[src/rtl/bx_pkg.sv]
`timescale 1ns/1ps
package bx_pkg;
  localparam int unsigned BX_XLEN = 64;
  localparam int unsigned BX_POSW = $clog2(BX_XLEN);
  localparam int unsigned BX_LENW = 5;
  localparam int unsigned BX_IMMW = 10;
  localparam int unsigned BX_OFFW = 16;
  localparam int unsigned BX_REGW = 5;

  typedef enum logic [2:0] {
    OP_NONE, OP_BADD, OP_POP, OP_SEQ, OP_SEQI, OP_EXTS, OP_CINS, OP_BBIT
  } bx_op_e;

  typedef struct packed {
    bx_op_e               op;
    logic                 flag;   // not-equal / full width / branch-if-set
    logic [BX_REGW-1:0]   dst;
    logic [BX_POSW-1:0]   pos;
    logic [BX_LENW-1:0]   lenm1;
    logic [BX_IMMW-1:0]   imm;
    logic [BX_OFFW-1:0]   off;
  } bx_dec_t;
endpackage

[src/rtl/bx_decode.sv]
`timescale 1ns/1ps
module bx_decode
  import bx_pkg::*;
(
  input  logic [31:0] instr,
  output bx_dec_t     dec
);
  localparam logic [5:0] MAJ_EXT = 6'b011100;

  logic [5:0] maj;
  logic [5:0] fn;
  logic       sa_zero;
  logic       unused_rs;

  assign maj       = instr[31:26];
  assign fn        = instr[5:0];
  assign sa_zero   = (instr[10:6] == 5'd0);
  assign unused_rs = ^instr[25:21];

  always_comb begin
    dec       = '0;
    dec.op    = OP_NONE;
    dec.flag  = fn[0];
    dec.pos   = {instr[0], instr[10:6]};
    dec.lenm1 = instr[15:11];
    dec.imm   = instr[15:6];
    dec.off   = instr[15:0];
    dec.dst   = instr[15:11];
    if (maj[5:4] == 2'b11 && maj[1:0] == 2'b10) begin
      dec.op   = OP_BBIT;
      dec.flag = instr[29];
      dec.pos  = {instr[28], instr[20:16]};
      dec.dst  = '0;
    end else if (maj == MAJ_EXT) begin
      unique case (fn[5:1])
        5'b10100: if (!fn[0] && sa_zero) dec.op = OP_BADD;
        5'b10101: if (sa_zero) dec.op = OP_SEQ;
        5'b10110: if (sa_zero && instr[20:16] == 5'd0) dec.op = OP_POP;
        5'b10111: begin dec.op = OP_SEQI; dec.dst = instr[20:16]; end
        5'b11001: begin dec.op = OP_CINS; dec.dst = instr[20:16]; end
        5'b11101: begin dec.op = OP_EXTS; dec.dst = instr[20:16]; end
        default:  dec.op = OP_NONE;
      endcase
    end
  end
endmodule

[src/rtl/bx_alu.sv]
`timescale 1ns/1ps
module bx_alu
  import bx_pkg::*;
#(
  parameter int unsigned XLEN = BX_XLEN
) (
  input  bx_op_e              op,
  input  logic                flag,
  input  logic [BX_POSW-1:0]  pos,
  input  logic [BX_LENW-1:0]  lenm1,
  input  logic [BX_IMMW-1:0]  imm,
  input  logic [XLEN-1:0]     a,
  input  logic [XLEN-1:0]     b,
  output logic [XLEN-1:0]     res
);
  localparam int unsigned CNTW = $clog2(XLEN) + 1;
  localparam logic [XLEN-1:0] ONES = {XLEN{1'b1}};

  logic [CNTW-1:0] cnt;
  logic [XLEN-1:0] mask, field, ext_res, ins_res, imm_x;
  logic [XLEN-1:0] sum;

  always_comb begin
    cnt = '0;
    for (int i = 0; i < int'(XLEN); i++) begin
      if (flag || i < int'(XLEN / 2)) cnt = cnt + CNTW'(a[i]);
    end
  end

  assign mask    = ONES >> ((XLEN - 1) - int'(lenm1));
  assign field   = (a >> pos) & mask;
  assign ext_res = field[lenm1] ? (field | ~mask) : field;
  assign ins_res = (a & mask) << pos;
  assign imm_x   = {{(XLEN-BX_IMMW){imm[BX_IMMW-1]}}, imm};
  assign sum     = a + b;

  always_comb begin
    res = '0;
    unique case (op)
      OP_BADD: res = {{(XLEN-8){1'b0}}, sum[7:0]};
      OP_POP:  res = {{(XLEN-CNTW){1'b0}}, cnt};
      OP_SEQ:  res = {{(XLEN-1){1'b0}}, (a == b) ^ flag};
      OP_SEQI: res = {{(XLEN-1){1'b0}}, (a == imm_x) ^ flag};
      OP_EXTS: res = ext_res;
      OP_CINS: res = ins_res;
      default: res = '0;
    endcase
  end
endmodule

[src/rtl/bx_branch.sv]
`timescale 1ns/1ps
module bx_branch
  import bx_pkg::*;
#(
  parameter int unsigned XLEN = BX_XLEN
) (
  input  logic                flag,
  input  logic [BX_POSW-1:0]  pos,
  input  logic [BX_OFFW-1:0]  off,
  input  logic [XLEN-1:0]     a,
  input  logic [XLEN-1:0]     pc,
  output logic                taken,
  output logic [XLEN-1:0]     target
);
  logic [XLEN-1:0] disp;

  assign taken  = flag ? a[pos] : ~a[pos];
  assign disp   = {{(XLEN-BX_OFFW-2){off[BX_OFFW-1]}}, off, 2'b00};
  assign target = pc + XLEN'(4) + disp;
endmodule

[src/rtl/bx_exec_unit.sv]
`timescale 1ns/1ps
module bx_exec_unit
  import bx_pkg::*;
#(
  parameter int unsigned XLEN = BX_XLEN
) (
  input  logic               clk,
  input  logic               rst,
  input  logic               in_valid,
  input  logic               in_slot,
  input  logic [31:0]        instr,
  input  logic [XLEN-1:0]    src_a,
  input  logic [XLEN-1:0]    src_b,
  input  logic [XLEN-1:0]    pc,
  output logic               out_valid,
  output logic               wr_en,
  output logic [BX_REGW-1:0] wr_idx,
  output logic [XLEN-1:0]    wr_data,
  output logic               br_valid,
  output logic               br_taken,
  output logic [XLEN-1:0]    br_target,
  output logic               ri_exc,
  output logic               not_decoded
);
  bx_dec_t         dec;
  logic [XLEN-1:0] alu_res, tgt;
  logic            tk;
  logic            is_br, do_wr, do_br;

  bx_decode u_dec (.instr(instr), .dec(dec));

  bx_alu #(.XLEN(XLEN)) u_alu (
    .op(dec.op), .flag(dec.flag), .pos(dec.pos), .lenm1(dec.lenm1),
    .imm(dec.imm), .a(src_a), .b(src_b), .res(alu_res)
  );

  bx_branch #(.XLEN(XLEN)) u_br (
    .flag(dec.flag), .pos(dec.pos), .off(dec.off), .a(src_a), .pc(pc),
    .taken(tk), .target(tgt)
  );

  assign is_br = in_valid && dec.op == OP_BBIT;
  assign do_wr = in_valid && dec.op != OP_NONE && dec.op != OP_BBIT && dec.dst != '0;
  assign do_br = is_br && !in_slot;

  always_ff @(posedge clk) begin
    if (rst) begin
      out_valid   <= 1'b0;
      wr_en       <= 1'b0;
      wr_idx      <= '0;
      wr_data     <= '0;
      br_valid    <= 1'b0;
      br_taken    <= 1'b0;
      br_target   <= '0;
      ri_exc      <= 1'b0;
      not_decoded <= 1'b0;
    end else begin
      out_valid   <= in_valid;
      wr_en       <= do_wr;
      wr_idx      <= do_wr ? dec.dst : '0;
      wr_data     <= do_wr ? alu_res : '0;
      br_valid    <= do_br;
      br_taken    <= do_br && tk;
      br_target   <= do_br ? tgt : '0;
      ri_exc      <= is_br && in_slot;
      not_decoded <= in_valid && dec.op == OP_NONE;
    end
  end

  AST_VALID_FOLLOWS: assert property (@(posedge clk) disable iff (rst)
    in_valid |=> out_valid);
  AST_IDLE_QUIET: assert property (@(posedge clk) disable iff (rst)
    !in_valid |=> !(wr_en || br_valid || ri_exc || not_decoded));
  AST_SINGLE_EVENT: assert property (@(posedge clk) disable iff (rst)
    $onehot0({wr_en, br_valid, ri_exc, not_decoded}));
  AST_BYTE_WIDE: assert property (@(posedge clk) disable iff (rst)
    (in_valid && instr[31:26] == 6'b011100 && instr[10:0] == 11'h028)
      |=> wr_data[XLEN-1:8] == '0);
  AST_SLOT_TRAPS: assert property (@(posedge clk) disable iff (rst)
    (in_valid && in_slot && instr[31:30] == 2'b11 && instr[27:26] == 2'b10)
      |=> (ri_exc && !br_valid));
  AST_NO_ZERO_DEST: assert property (@(posedge clk) disable iff (rst)
    wr_en |-> wr_idx != '0);
  AST_UNCLAIMED_SILENT: assert property (@(posedge clk) disable iff (rst)
    not_decoded |-> (!wr_en && !br_taken && br_target == '0));
endmodule

[config.mk]
export PLATFORM = sky130hd
export DESIGN_NAME = bx_exec_unit
export DESIGN_NICKNAME = d
export VERILOG_FILES = /design/src/rtl/bx_pkg.sv /design/src/rtl/bx_decode.sv /design/src/rtl/bx_alu.sv /design/src/rtl/bx_branch.sv /design/src/rtl/bx_exec_unit.sv
export SDC_FILE = /design/constraint.sdc
export NUM_CORES = 1
export LEC_CHECK = 0
export BUFFER_PORTS_ARGS = -buffer_cell sky130_fd_sc_hd__buf_2
export CORE_ASPECT_RATIO = 0.7
export CORE_UTILIZATION = 42
export CTS_BUF_LIST = sky130_fd_sc_hd__clkbuf_8
export DETAILED_ROUTE_END_ITERATION = 7
export PLACE_DENSITY = 0.74
export SYNTH_ARGS = -nofsm -noshare
export SYNTH_HDL_FRONTEND = slang
export SYNTH_SLANG_ARGS = --single-unit
[constraint.sdc]
create_clock -name clk -period 25.2 [get_ports clk]
set_input_delay 5.04 -clock clk [delete_from_list [all_inputs] [get_ports clk]]
set_output_delay 5.04 -clock clk [all_outputs]
set_load 0.05 [all_outputs]
Word level (Yosys, flattened, before mapping)
Cells that the tools add are included. Widths: inputs -> output; s select.

$add $sub $neg: 67. $lt $le $gt $ge: 2. Equality and inequality tests: 19. Shift-type cells: 3. Multiplexer cells: 50. Bitwise logic cells: 9. Reduce and logical (&&, ||, !) cells: 21.

Operators with widths (number): $add 7x1->7 (62); $pmux 64 s6 (1); $mux 7 (32); $and 64x64->64 (2); $eq 64x64->1 (2); $add 64x3->64 const B (1); $add 64x64->64 (1); $mux 64 (1); $not 64->64 (1); $or 64x64->64 (1); $shl 64x6->64 (1); $shr 64x32->64 const A (1); $shr 64x6->64 (1); $eq 5x5->1 const B (6); $pmux 3 s6 (1); $mux 5 (3); $eq 3x3->1 const B (4); $logic_and 1x1->1 (11); $logic_not 5->1 (2); $add 8x8->8 (1); $lt 5x7->1 const B (1); $lt 6x7->1 const B (1); $sub 6x5->7 const A (1); $bmux 1 s6 (1); other kinds (19) (32).

Register bits: 139. Bits of input ports: 228. Output and inout port bits: 139. Word-level logic and storage cells: 180.

Depth between registers and ports, before layout
Gate-level depths: netlist (run 1).

Depth after elaboration: 96. Gate-level depth with buffers: 116. Mapped depth without buffers: 115.

Cells and area by module
Synthesis (run 1) repeated with hierarchy kept, for this count alone.

Cell total of the unflattened synthesis: 3595. Area total of the unflattened synthesis: 26350.3 um^2.

By module, submodules not included: bx_alu (instances 1, cells each 2521, area an instance 16679.7 um^2, seq. area each 0.0 um^2); bx_branch (instances 1, cells each 669, area an instance 5186.2 um^2, seq. area each 0.0 um^2); bx_exec_unit (instances 1, cells each 308, area an instance 3841.2 um^2, seq. area each 2782.7 um^2); bx_decode (instances 1, cells each 97, area an instance 643.1 um^2, seq. area each 0.0 um^2).

Least setup slack after synthesis (run 1)
OpenSTA, ideal clock, no wires.

Kind: input to register. Start point: input port src_a[0]. End point: register wr_data[6]. Setup time: 70 ps. Arrival: 24296 ps. Data required time: 25130 ps. Setup slack: 834 ps. Cell stages on the path: 116. Buffers on the path: 2. Path through: ha_1 inv_1 fa_1 inv_1 fa_1 fa_1 fa_1 fa_1 inv_1 fa_1 fa_1 fa_1 inv_1 nand2_1 clkbuf_1 clkbuf_1 nand2_1 ha_1 (+80 left out) nand2_1 nand2_1 ha_1 xnor2_1 nand2_1 xnor2_1 nand4_1 nor2_1 nor3_1 a21oi_1 nand4_1 o311ai_2 xor2_2 nor2_2 xnor2_1 xnor2_1 nand3_1 a21oi_1.

Word-level cells in the longest chain between the ends: 96. Elaborated cells between the ends (all ways): 105. Those cells by class: add/sub (64); shift (2); mux (36); bitwise (3).

Ends and longest elaborated chain: start, declared (RTL line bx_exec_unit.sv:12) `input logic [XLEN-1:0] src_a,`; $add 1x1->2 (RTL line bx_alu.sv:26) `if (flag || i < int'(XLEN / 2)) cnt = cnt + CNTW'(a[i]);`; $add 7x1->7 (31 in a row) (RTL line bx_alu.sv:26); $mux 7 (RTL line bx_alu.sv:26); $add 7x1->7 (RTL line bx_alu.sv:26); $mux 7 (RTL line bx_alu.sv:26); $add 7x1->7 (RTL line bx_alu.sv:26); $mux 7 (RTL line bx_alu.sv:26); $add 7x1->7 (RTL line bx_alu.sv:26); (+50 left out); $mux 7 (RTL line bx_alu.sv:26); $add 7x1->7 (RTL line bx_alu.sv:26); $mux 7 (RTL line bx_alu.sv:26); $add 7x1->7 (RTL line bx_alu.sv:26); $mux 7 (RTL line bx_alu.sv:26); $add 7x1->7 (RTL line bx_alu.sv:26); $mux 7 (RTL line bx_alu.sv:26); $pmux 64 s6 * (RTL line bx_alu.sv:39) `unique case (op)`; end signal, assigned (RTL line bx_exec_unit.sv:61) `wr_data <= do_wr ? alu_res : '0;`; end, declared (RTL line bx_exec_unit.sv:18) `output logic [XLEN-1:0] wr_data,`.

Mark *: on every way between the ends. The rest lies on a longest branch, timed or not. The select of a mux whose other input is x is not followed. A chain may end at the register's enable or synchronous reset.

Worst setup path after layout (run 1)
Same ends and word-level chain as after synthesis.

==> results of run 1 <==
-- critical path: cells and delay by family --
family | cells | cell delay, ns
and+or+nand+nor | 63 | 4.91
buffers and inverters | 5 | 0.33
adders and majority gates | 39 | 12.68
xor gates and xnor gates | 5 | 0.91
AOI/OAI and AO/OA | 4 | 0.66
-- layout make-up --
type	instances	area, sq um
diodes	12	30.0
flip-flops and latches	139	2780
inverters	69	259
multi-input cells	2643	19300
clock buffers	17	234
well taps	720	901
clock inverters	14	146
fillers	5314	27000
repair buffers	417	2230
-- cell usage after synthesis, types with 8 or more instances --
cell type and count:
nor4_1 20, or4_1 13, nor2b_1 18, nor2_1 319, mux2i_1 206, and3_1 33, xnor2_2 11, mux4_2 27
buf_1 49, nand4_1 41, o31ai_1 12, xnor3_2 8, or3_1 8, nand3_1 133, and2_1 14, or2_2 10
a22o_1 10, a31oi_1 31, o22ai_1 35, ha_1 200, xnor3_1 14, xnor2_1 197, o211ai_1 19, fa_1 26
xor2_1 82, inv_1 69, clkbuf_1 128, mux2_2 11, dfxtp_1 139, nor3_1 47, a22oi_1 11, o21bai_1 25
a211oi_1 31, a21oi_1 221, nand2_1 403, nor3b_1 16, nand2b_1 25, o21a_1 12, a21o_1 76, o21ai_0 151
-- what timing repair did --
action,CTS,global route
gates resized for setup,0,22
setup endpoints to repair,0,6
setup buffers,0,3
-- sequential cells by signal, indices dropped and copies added, names as in the netlist --
register / count
not_decoded: 1
br_valid: 1
wr_en: 1
wr_data: 64
wr_idx: 5
br_target: 64
ri_exc: 1
br_taken: 1
out_valid: 1
-- metal layers --
layer | up-vias | wire length [um] | GRT usage, %
met5 | - | 0 | 0
met1 | 11200 | 37800 | 41.7
li1 | 11400 | - | -
met2 | 1161 | 35300 | 43.3
met4 | 0 | 2330 | 9.65
met3 | 157 | 9350 | 8.38
-- cell families after synthesis --
group           count (synthesis)  share of synthesized area [%]
compound gates                717                           20.1
xor+xnor                      326                           15.2
fa+ha+maj                     227                           13.3
buf+inv                       253                           4.24
flops                         139                           12.2
mux                           244                           12.3
simple gates                 1129                           22.6
-- path summary, 6_finish.rpt --
kind	depth (start not counted)	slack (ns)	endpoint
worst max-delay path	116	1.03	wr_data[6]
worst min-delay path	2	4.76	br_target[1]
-- per-stage QoR --
step                      utilization [%]  setup TNS, ns  cells  worst slack, ns
after floorplan                         -              0   3035            0.834
after global placement               47.7              0   3985            0.391
after detailed placement             47.7              0   3985          0.00128
after CTS                            48.5              0   4016            0.403
after global routing                 48.9        -0.0223   4030          -0.0223
final                                48.9              0   4031             1.03
==> summary.md, run 1 <==
| Metric | Value |
|---|---|
| Worst-path clk slew | `0.09 ns` |
| Via/cell ratio | `5.94` |
| Fmax | `0.0414 GHz` |
| Max-slew violation count | `0` |
| Critical path required time | `25.59 ns` |
| Most common cell after layout, fill and taps aside | `nand2_1` |
| H-tree depth | `4` |
| Largest net degree at the start of global routing | `80` |
| Number of global-route vias before repair | `22000` |
| Hold Path Origin | `pc[1]` |
| Dominant synthesized flop cell | `dfxtp_1` |
| CTS sink cnt | `139` |
| CTS tree | `done` |
| Mapped Cells | `3035` |
| Post-DP Area | `25300 sq um` |
| Post-route DRC violation count | `0` |
| Die Area | `55100 sq um` |
| Total wire length | `84700 um` |
| Crit path max fanout | `3` |
| Max cap viols | `0` |
| Deepest clock path buffer count | `2` |
| Synth top area share | `12.2%` |
| Yosys warnings | `0` |
| Remaining antenna violation count after routing | `0` |
| Hold WS | `4.76 ns` |
| Setup CP Type | `in -> reg` |
| Most frequent cells in the layout | `nand2_1 (397), buf_2 (360), nor2_1 (317)` |
| DRT Pass-1 Iters | `7` |
| Final Cell Area | `25900 sq um` |
| Max incr delay on CP | `0.52 ns` |
| Vias | `23900` |
| Crit path DAT | `24.56 ns` |
| Nets | `3741` |
| Slew @ Worst Pin | `1.20 ns` |
| Synth area leader | `dfxtp_1` |
| Initial Utilization | `43.0%` |
| Syn Area/Cell | `7.50 sq um` |
| Startpoint types | `input port` |
| Syn_nets | `3489` |
| HPWL after DPL | `67600 um` |
| GPL Wtd Cong | `1.03` |
| PortBufs | `361` |
| Final critical-path required period | `24.17 ns` |
| Core region area | `52900 sq um` |
| Remaining Overflow, GRT | `0` |
| Wire per inst | `21.0 um` |
| Most frequent CP cell | `nand2_1` |
| Register bit count reported by yosys | `139` |
| Synthesized area | `22800 sq um` |
| Row count | `70` |
| Top Ports | `367` |
| Initial antenna violation count | `12` |
| Worst Hold Class | `in -> reg` |
| Critical path's slowest cell | `fa_1` |
| GRT Resource Usage Total | `29.7%` |
| CTS hold repair buffers | `0` |
| Die width | `280 um` |
| Global-route wire length before repair | `127000 um` |
| Start point of the critical path | `src_a[0]` |
| Final Cycle Share | `95.9%` |
| Area grow syn2layout | `13.7%` |
| Worst slew margin | `20.1%` |
| Proportion of layout cells with a drive suffix above 1 | `17.6%` |
| Final setup fails | `0` |
| Post-synth cell types | `96` |
| Final hold violations | `0` |
| Root buffer cell | `clkbuf_8` |
| Die height | `197 um` |
| Status | `finished, final reports clean` |
| Synth area leaders | `dfxtp_1 (12%), ha_1 (11%), mux2i_1 (9.1%)` |
| Async S/R FF share, synth | `0%` |
| EDFF count, synth | `0` |
| Initial drt markers | `2760` |
| Clock buffer count from CTS | `17` |
| Worst Setup End Kind | `flip-flop` |
| Seq/Total Area, Yosys | `12.2%` |
Power of run 1 is not shown: default switching activity piles up to over one toggle a cycle in this logic, so the estimate is an artifact.
==> inputs of run 2 (changes only) <==
--- a/config.mk
+++ b/config.mk
@@ -10,7 +10,7 @@
 export CORE_UTILIZATION = 42
 export CTS_BUF_LIST = sky130_fd_sc_hd__clkbuf_8
 export DETAILED_ROUTE_END_ITERATION = 7
-export PLACE_DENSITY = 0.74
+export PLACE_DENSITY = 0.68
 export SYNTH_ARGS = -nofsm -noshare
 export SYNTH_HDL_FRONTEND = slang
 export SYNTH_SLANG_ARGS = --single-unit
==> run 2 against run 1 <==
Net effect: critical path type unchanged; critical path depth unchanged; non-clock buffer count increased by 1; largest cell class unchanged; wire length is 0.17% higher; utilization is 0.083 points higher; first-iteration DRC count grew 3.0%; sequential share of layout area barely moved; setup slack improved by 0.11 ns; via count increased by 0.15%; hold slack about the same; fmax up 0.46%.
==> summary.md, run 2 (synthesis gave the netlist of run 1 again) <==
| Metric | Value |
|---|---|
| Worst Hold Class | `in -> reg` |
| Critical path's slowest cell | `fa_1` |
| Hold endpoint | `br_target[1]` |
| Worst slew margin | `25.2% (+5.2 points)` |
| Initial antenna violation count | `10 (-2)` |
| Post-route setup slack | `1.15 ns (+0.111 ns)` |
| Vias | `24000 (+0.15%)` |
| Largest net degree at the start of global routing | `74 (-7.5%)` |
| Via/cell ratio | `5.95 (+0.18%)` |
| Crit path max fanout | `3 (unchanged)` |
| Clock buffer count from CTS | `17 (unchanged)` |
| Remaining Overflow, GRT | `0 (unchanged)` |
| Initial drt markers | `2843 (+3.0%)` |
| Root buffer cell | `clkbuf_8` |
| CTS hold repair buffers | `0 (unchanged)` |
| Proportion of layout cells with a drive suffix above 1 | `17.8% (+0.11 points)` |
| Core region area | `52900 sq um (unchanged)` |
| Worst hold stages | `2 (unchanged)` |
| Remaining antenna violation count after routing | `0 (unchanged)` |
| Status | `finished, final reports clean` |
| DRT Pass-1 Iters | `8 (+1)` |
| Most common cell after layout, fill and taps aside | `nand2_1` |
| Post-place setup slack | `0.0758 ns (+0.0746 ns)` |
| Util after Layout | `49.0% (+0.083 points)` |
| Area grow syn2layout | `13.8%` |
| Setup CP Type | `in -> reg` |
| Final hold violations | `0 (unchanged)` |
| Initial Utilization | `43.0% (unchanged)` |
| Max-slew violation count | `0 (unchanged)` |
| H-tree depth | `4 (unchanged)` |
| Number of global-route vias before repair | `21600 (-1.8%)` |
| Start point of the critical path | `src_a[0]` |
| HPWL after DPL | `67500 um (-0.17%)` |
| Most frequent CP cell | `nand2_1` |
| Slew @ Worst Pin | `1.12 ns (-0.0774 ns)` |
| Global-route wire length before repair | `128000 um (+1.1%)` |
| Final critical-path required period | `24.05 ns (-0.111 ns)` |
| CTS tree | `done` |
| Die width | `280 um (unchanged)` |
| Post-route DRC violation count | `0 (unchanged)` |
| Hold Path Origin | `pc[1]` |
| Critical path required time | `25.60 ns (about the same)` |
| GPL Wtd Cong | `1.02 (-0.53%)` |
| Final Cycle Share | `95.5% (-0.44 points)` |
| CTS sink cnt | `139 (unchanged)` |
| Total wire length | `84900 um (+0.17%)` |
| Crit path DAT | `24.46 ns (-0.10 ns)` |
| Die height | `197 um (unchanged)` |
| Row count | `70 (unchanged)` |
| Fmax | `0.0416 GHz (+0.46%)` |
| Regs by FF count | `br_target: 64 flops, wr_data: 64 flops, wr_idx: 5 flops` |
| Worst-path clk slew | `0.09 ns (about the same)` |
| Max cap viols | `0 (unchanged)` |
| Hold WS | `4.76 ns (+0.000150 ns)` |
| Startpoint types | `input port` |
| GRT Resource Usage Total | `29.9% (+0.17 points)` |
| Die Area | `55100 sq um (unchanged)` |
| Worst Setup End Kind | `flip-flop` |
| Most frequent cells in the layout | `nand2_1 (397), buf_2 (360), nor2_1 (317)` |
| Deepest clock path buffer count | `2 (unchanged)` |
| Max incr delay on CP | `0.53 ns (about the same)` |
| PortBufs | `361 (unchanged)` |
| Top Ports | `367 (unchanged)` |
| Nets | `3742 (+0.027%)` |
| Final setup fails | `0 (unchanged)` |
| Wire per inst | `21.1 um (+0.20%)` |
==> run 2: cell types whose count changed in the layout (fill, tap and decap cells not counted) <==
cell,delta
clkinv_2,-2
buf_4,+1
clkbuf_8,+2
clkinvlp_4,+2
diode_2,-3
inv_6,-1
xnor2_1,-1
ha_4,+1
ha_1,-1
xnor2_2,+1
==> run 2: layout make-up <==
class | count | area, sq um
Timing Repair Buffer | 418 | 2240
Clock buffer | 19 | 262
Inverter | 69 | 259
Clock inverter | 13 | 143
Multi-Input combinational cell | 2643 | 19300
Tap cell | 720 | 901
Sequential cell | 139 | 2780
Fill cell | 5319 | 27000
Antenna cell | 9 | 22.5
==> run 2: worst max-delay path by stage <==
| stage | end | slack [ns] | depth (start not counted) |
|---|---|---|---|
| CTS | wr_data[6] | 0.44 | 116 |
| floorplan | wr_data[6] | 0.83 | 116 |
| finish | wr_data[6] | 1.15 | 116 |
| global route | wr_data[6] | -0.08 | 116 |
| global placement | wr_data[6] | 0.39 | 116 |
| detailed placement | wr_data[6] | 0.08 | 116 |
==> run 2: metal layers <==
layer  vias up  wire length (um)  part of all wire, %  GRT usage (%)
li1      11400                 -                    -              -
met1     11200             38600                   46           43.9
met2      1201             35300                   42           43.3
met3       135              8890                   10           7.16
met4         0              2050                  2.4           6.92
met5         -                 0                    0              0
==> run 2: critical path, delay by kind of cell <==
kind            cells  cell delay, ns
xor+xnor            5            0.91
fa+ha+maj          39           12.64
buf+inv             5            0.31
simple gates       63            4.83
compound gates      4            0.65
==> run 2: timing repair <==
item,4_1_cts,5_1_grt
setup endpoints to repair,0,6
buffers inserted,0,5
gates resized for setup,0,24
==> run 2: stage by stage <==
| stage | area [sq um] | TNS, ns | instances |
|---|---|---|---|
| 6_report | 25900 | 0 | 4030 |
| 5_1_grt | 25900 | -0.0752 | 4030 |
| 4_1_cts | 25700 | 0 | 4016 |
| 3_5_place_dp | 25300 | 0 | 3984 |
| 3_3_place_gp | 25300 | 0 | 3984 |
| 2_1_floorplan | 22800 | 0 | 3035 |
Power of run 2 is left out for the same reason.
